<file path="src/rtl/lane_port_pkg.sv">
package lane_port_pkg;

    localparam int unsigned PORT_ADDR_W = 8;
    localparam int unsigned PORT_DATA_W = 16;
    localparam int unsigned PORT_LANE_W = 8;
    localparam logic [PORT_ADDR_W-1:0] PORT_BASE = 8'hDC;

    // Strobe gate state: armed waits for a matching low strobe,
    // spent waits for the strobe to rise again.
    typedef enum logic {
        GATE_ARMED = 1'b0,
        GATE_SPENT = 1'b1
    } gate_state_e;

    // Big-endian lane choice: offset 0 selects the most significant lane.
    function automatic int unsigned lane_for_offset(
        input int unsigned offset,
        input int unsigned num_lanes
    );
        return num_lanes - 1 - offset;
    endfunction

endpackage

</file>
<file path="src/rtl/port_addr_decode.sv">
module port_addr_decode #(
    parameter int unsigned ADDR_W = 8,
    parameter int unsigned OFS_W  = 1,
    parameter logic [ADDR_W-1:0] BASE_ADDR = 8'hDC
) (
    input  logic [ADDR_W-1:0] addr,
    output logic              hit,
    output logic [OFS_W-1:0]  ofs
);
    localparam int unsigned TAG_W = ADDR_W - OFS_W;
    localparam logic [TAG_W-1:0] BASE_TAG = BASE_ADDR[ADDR_W-1:OFS_W];

    always_comb begin
        hit = (addr[ADDR_W-1:OFS_W] == BASE_TAG);
        ofs = addr[OFS_W-1:0];
    end

endmodule

</file>
<file path="src/rtl/wr_once_gate.sv">
module wr_once_gate
    import lane_port_pkg::*;
(
    input  logic clk,
    input  logic rst,
    input  logic wr_n,
    input  logic hit,
    output logic accept
);
    gate_state_e state_q;
    gate_state_e state_d;

    always_comb begin
        accept  = (state_q == GATE_ARMED) && !wr_n && hit;
        state_d = state_q;
        if (wr_n) begin
            state_d = GATE_ARMED;
        end else if (accept) begin
            state_d = GATE_SPENT;
        end
    end

    always_ff @(posedge clk) begin
        if (rst) begin
            state_q <= GATE_ARMED;
        end else begin
            state_q <= state_d;
        end
    end

    AST_ONE_PER_STROBE: assert property (@(posedge clk) disable iff (rst)
        accept |=> !accept);
    AST_REARM_AFTER_RISE: assert property (@(posedge clk) disable iff (rst)
        (wr_n && !$past(rst)) |=> (!wr_n && hit) |-> accept);

endmodule

</file>
<file path="src/rtl/lane_capture_reg.sv">
module lane_capture_reg
    import lane_port_pkg::*;
#(
    parameter int unsigned DATA_W = 16,
    parameter int unsigned LANE_W = 8,
    localparam int unsigned NUM_LANES = DATA_W / LANE_W,
    localparam int unsigned OFS_W = (NUM_LANES > 1) ? $clog2(NUM_LANES) : 1
) (
    input  logic              clk,
    input  logic              rst,
    input  logic              accept,
    input  logic [OFS_W-1:0]  ofs,
    input  logic [DATA_W-1:0] wdata,
    output logic [LANE_W-1:0] q,
    output logic              wr_pulse
);
    logic [LANE_W-1:0] lanes [NUM_LANES];
    logic [LANE_W-1:0] sel_byte;

    for (genvar li = 0; li < NUM_LANES; li++) begin : g_lane
        assign lanes[li] = wdata[li*LANE_W +: LANE_W];
    end

    always_comb begin
        sel_byte = '0;
        for (int unsigned oi = 0; oi < NUM_LANES; oi++) begin
            if (ofs == OFS_W'(oi)) begin
                sel_byte = lanes[lane_for_offset(oi, NUM_LANES)];
            end
        end
    end

    always_ff @(posedge clk) begin
        if (rst) begin
            q        <= '0;
            wr_pulse <= 1'b0;
        end else begin
            wr_pulse <= accept;
            if (accept) begin
                q <= sel_byte;
            end
        end
    end

    AST_EVEN_TAKES_HIGH: assert property (@(posedge clk) disable iff (rst)
        (accept && ofs == '0) |=> q == $past(wdata[DATA_W-1 -: LANE_W]));
    AST_ODD_TAKES_LOW: assert property (@(posedge clk) disable iff (rst)
        (accept && ofs == OFS_W'(NUM_LANES-1)) |=> q == $past(wdata[LANE_W-1:0]));
    AST_HOLD_WHEN_IDLE: assert property (@(posedge clk) disable iff (rst)
        !accept |=> $stable(q));
    AST_PULSE_MARKS_WRITE: assert property (@(posedge clk) disable iff (rst)
        accept |=> wr_pulse);
    AST_PULSE_SINGLE: assert property (@(posedge clk) disable iff (rst)
        wr_pulse |=> !wr_pulse);

endmodule

</file>
<file path="src/rtl/lane_mux_out_port.sv">
module lane_mux_out_port
    import lane_port_pkg::*;
#(
    parameter int unsigned ADDR_W = PORT_ADDR_W,
    parameter int unsigned DATA_W = PORT_DATA_W,
    parameter int unsigned LANE_W = PORT_LANE_W,
    parameter logic [ADDR_W-1:0] BASE_ADDR = PORT_BASE
) (
    input  logic              clk,
    input  logic              rst,
    input  logic [ADDR_W-1:0] io_addr,
    input  logic [DATA_W-1:0] io_wdata,
    input  logic              io_wr_n,
    output logic [LANE_W-1:0] port_q,
    output logic              port_wr_pulse
);
    localparam int unsigned NUM_LANES = DATA_W / LANE_W;
    localparam int unsigned OFS_W = (NUM_LANES > 1) ? $clog2(NUM_LANES) : 1;

    logic             addr_hit;
    logic [OFS_W-1:0] addr_ofs;
    logic             wr_accept;

    port_addr_decode #(
        .ADDR_W   (ADDR_W),
        .OFS_W    (OFS_W),
        .BASE_ADDR(BASE_ADDR)
    ) u_decode (
        .addr(io_addr),
        .hit (addr_hit),
        .ofs (addr_ofs)
    );

    wr_once_gate u_gate (
        .clk   (clk),
        .rst   (rst),
        .wr_n  (io_wr_n),
        .hit   (addr_hit),
        .accept(wr_accept)
    );

    lane_capture_reg #(
        .DATA_W(DATA_W),
        .LANE_W(LANE_W)
    ) u_reg (
        .clk     (clk),
        .rst     (rst),
        .accept  (wr_accept),
        .ofs     (addr_ofs),
        .wdata   (io_wdata),
        .q       (port_q),
        .wr_pulse(port_wr_pulse)
    );

    AST_RESET_CLEARS: assert property (@(posedge clk) disable iff (1'b0)
        $past(rst) |-> (port_q == '0 && !port_wr_pulse));
    AST_IDLE_STROBE_NO_PULSE: assert property (@(posedge clk) disable iff (rst)
        io_wr_n |=> !port_wr_pulse);

endmodule

</file>
<file path="config.mk">
export PLATFORM = sky130hd
export DESIGN_NAME = lane_mux_out_port
export DESIGN_NICKNAME = d
export VERILOG_FILES = /design/src/rtl/lane_port_pkg.sv /design/src/rtl/port_addr_decode.sv /design/src/rtl/wr_once_gate.sv /design/src/rtl/lane_capture_reg.sv /design/src/rtl/lane_mux_out_port.sv
export SDC_FILE = /design/constraint.sdc
export NUM_CORES = 1
export LEC_CHECK = 0
export ABC_CLOCK_PERIOD_IN_PS = 1650
export CAP_MARGIN = 20
export CORE_UTILIZATION = 35
export CTS_BUF_LIST = sky130_fd_sc_hd__clkbuf_8
export CTS_CLUSTER_DIAMETER = 100
export DETAILED_ROUTE_END_ITERATION = 7
export PLACE_DENSITY = 0.81
export SYNTH_ARGS = -nofsm -noshare
export SYNTH_HDL_FRONTEND = slang
export SYNTH_SLANG_ARGS = --single-unit
</file>
<file path="constraint.sdc">
create_clock -name clk -period 1.65 [get_ports clk]
set_input_delay 0.33 -clock clk [delete_from_list [all_inputs] [get_ports clk]]
set_output_delay 0.33 -clock clk [all_outputs]
set_load 0.01 [all_outputs]
</file>
==> flow_summary.json <==
{
  "antenna_cells": 0,
  "ir_drop_uv": 599,
  "vias": 519,
  "layout_min_cycle_time_ns": 1.50,
  "dp_cells": 96,
  "fp.dieW_um": 40.7,
  "post-route-util_pct": 70.3,
  "num_io_pins": 36,
  "p_leak_nw": 0.352,
  "drtIter0Drc": 10,
  "fin_skew_ns": 0.00101,
  "postRouteAntennaNets": 0,
  "slew_headroom_pct": 67.6,
  "final_hold_viol_count": 0,
  "path_cells": "clkdlybuf4s50_1, nor3_4, and3_1, a211oi_2",
  "grt_util_all_layers_pct": 18.8,
  "ys_warn_count": 0,
  "grt_pass1_wl_um": 2000,
  "whs_ns": 0.565,
  "grt_overflow": 0,
  "final_cell_mix": "35 x clkdlybuf4s50_1, 10 x dfxtp_1, 9 x a31oi_1",
  "dpl.hpwl_um": 1070,
  "finish.net_count": 113,
  "yosys.area_share.simple_pct": 9.79,
  "cp-end-kind": "flip-flop",
  "root_buffer": "clkbuf_8",
  "hold_path_class": "flip-flop to flip-flop",
  "synth_nets": 73,
  "critPathRequiredTime_ns": 1.74,
  "postPlaceCellArea_sq_um": 895,
  "postCtsSetupBuffers": 0,
  "synth_top_family_by_area": "compound AO/OA/AOI/OAI gates",
  "start_util_pct": 38.8,
  "cts_resized": 0,
  "clk_pin_slew_ns": 0.05,
  "cts-hold-fix-buffers": 0,
  "rsz0062_at_grt": "false",
  "first_global_vias": 485,
  "clock.fmax_mhz": 666,
  "drc": 0,
  "grt_max_degree": 10,
  "core_area_sq_mm": 0.00135,
  "clock_sink_count": 10,
  "critical_path_arrival_ns": 1.59,
  "status": "finished clean",
  "cts_tree": "done",
  "final_cells": 100,
  "die_area_sq_mm": 0.00166,
  "clock_latency_ns": 0.23,
  "final_common_cell": "clkdlybuf4s50_1",
  "synth_xor_area_share_pct": 0,
  "antenna_found_initial": 0,
  "slowest_delay_ns": 0.48,
  "die-height_um": 40.7,
  "design_area_sq_um": 950,
  "path_max_fanout": 9,
  "vias_per_cell": 5.19,
  "crit_type": "input pin to flip-flop",
  "slew_violations": 0,
  "cts_inserted_buffers": 3,
  "row_count": 13,
  "ys_types": 13,
  "worst_setup_path_start_kind": "input pin",
  "yosysTopAreaCell": "dfxtp_1",
  "crit_slowest_cell": "and3_1",
  "synthCells": 46,
  "avgSynthCellArea_sq_um": 11.4,
  "synth_compound_area_share_pct": 29.8,
  "layout-drive-gt1-share_pct": 21.2,
  "htreeDepth": 1,
  "setup_viol": 0,
  "wl_per_cell_um": 14.1,
  "period_share_pct": 90.9,
  "synth.area.top_cells": "dfxtp_1 38%, a211oi_2 19%, mux2i_1 15%",
  "cap_violations": 0,
  "ys_ff_latch": 10,
  "p_per_area_mw_per_mm2": 700,
  "fillerInstances": 107,
  "ys_seq_area_share_pct": 38.2,
  "fin_setup_tns_ns": 0,
  "synthAdderAreaFrac_pct": 0,
  "routabilityCongestion": 0.721,
  "wl_um": 1410,
  "drt_pass1_iterations": 4,
  "cts_buffer_depth": 2,
  "synth_mux_area_share_pct": 15.3,
  "tightest_slew_ns": 0.486,
  "synth.top_cell.area_share_pct": 38.2,
  "syn-cell-area_sq_um": 524,
  "area_delta_synth_final_pct": 81.1,
  "worst-r2r-setup-slack_ns": 0.39,
  "io_buffers": 35
}
-- kinds of logic after synthesis --
kind of cell / Yosys count
AO/OA/AOI/OAI: 17
buffers and inverters: 5
flip-flops: 10
multiplexers: 8
AND/OR/NAND/NOR: 6
-- power by group --
part	internal [mW]	total, mW	switching (mW)	leakage [nW]
clock network	0.210	0.308	0.0984	0.0288
registers	0.243	0.243	0.000463	0.0805
logic	0.0747	0.113	0.0387	0.243
total	0.527	0.665	0.138	0.352
-- through the flow --
| stage | setup WS, ns | power, mW |
|---|---|---|
| 6_report | 0.150 | 0.665 |
| 3_3_place_gp | -0.0515 | 0.359 |
| 2_1_floorplan | 0.433 | 0.286 |
| 4_1_cts | 0.152 | 0.671 |
| 5_1_grt | 0.0705 | 0.688 |
| 3_5_place_dp | -0.101 | 0.361 |
-- synthesized netlist by cell type, drive strengths merged --
master / number
dfxtp: 10
a31oi: 9
a211oi: 8
mux2i: 8
buf: 3
clkbuf: 2
nor3: 2
and2: 1
and2b: 1
and3: 1
and4b: 1
-- worst max-delay path, delay by kind of cell --
family,cells,cell delay [ns]
compound gates,1,0.13
buf+inv,1,0.47
simple gates,2,0.66
-- metal layers --
metal  part of all wire, %  track usage [%]
met1                    40             19.7
met2                    51             36.1
met3                   8.2             3.26
met4                  0.64             7.50
met5                     0                0
-- registers in the layout (all words and copies together), names as in the netlist --
name	count
u_reg.q	8
u_gate.state_q	1
u_reg.wr_pulse	1
-- final timing paths --
| kind | from | end | depth (start not counted) |
|---|---|---|---|
| hold reg to reg | u_gate.state_q$_SDFFE_PP0P_ | u_gate.state_q$_SDFFE_PP0P_ | 2 |
| hold / removal | u_gate.state_q$_SDFFE_PP0P_ | u_gate.state_q$_SDFFE_PP0P_ | 2 |
| setup reg to reg | u_gate.state_q$_SDFFE_PP0P_ | u_reg.q[0]$_SDFFE_PP0P_ | 3 |
| setup / recovery | io_wr_n | u_reg.q[0]$_SDFFE_PP0P_ | 4 |
-- layout make-up --
cell class | instances | area [sq um] | share of cell area (%)
Clock buffer | 4 | 55.1 | 5.80
Sequential cell | 10 | 200 | 21.1
Multi-Input combinational cell | 31 | 288 | 30.3
Tap cell | 15 | 18.8 | 1.98
Timing Repair Buffer | 40 | 388 | 40.8
Note: power is estimated with default switching activity, not from simulation.
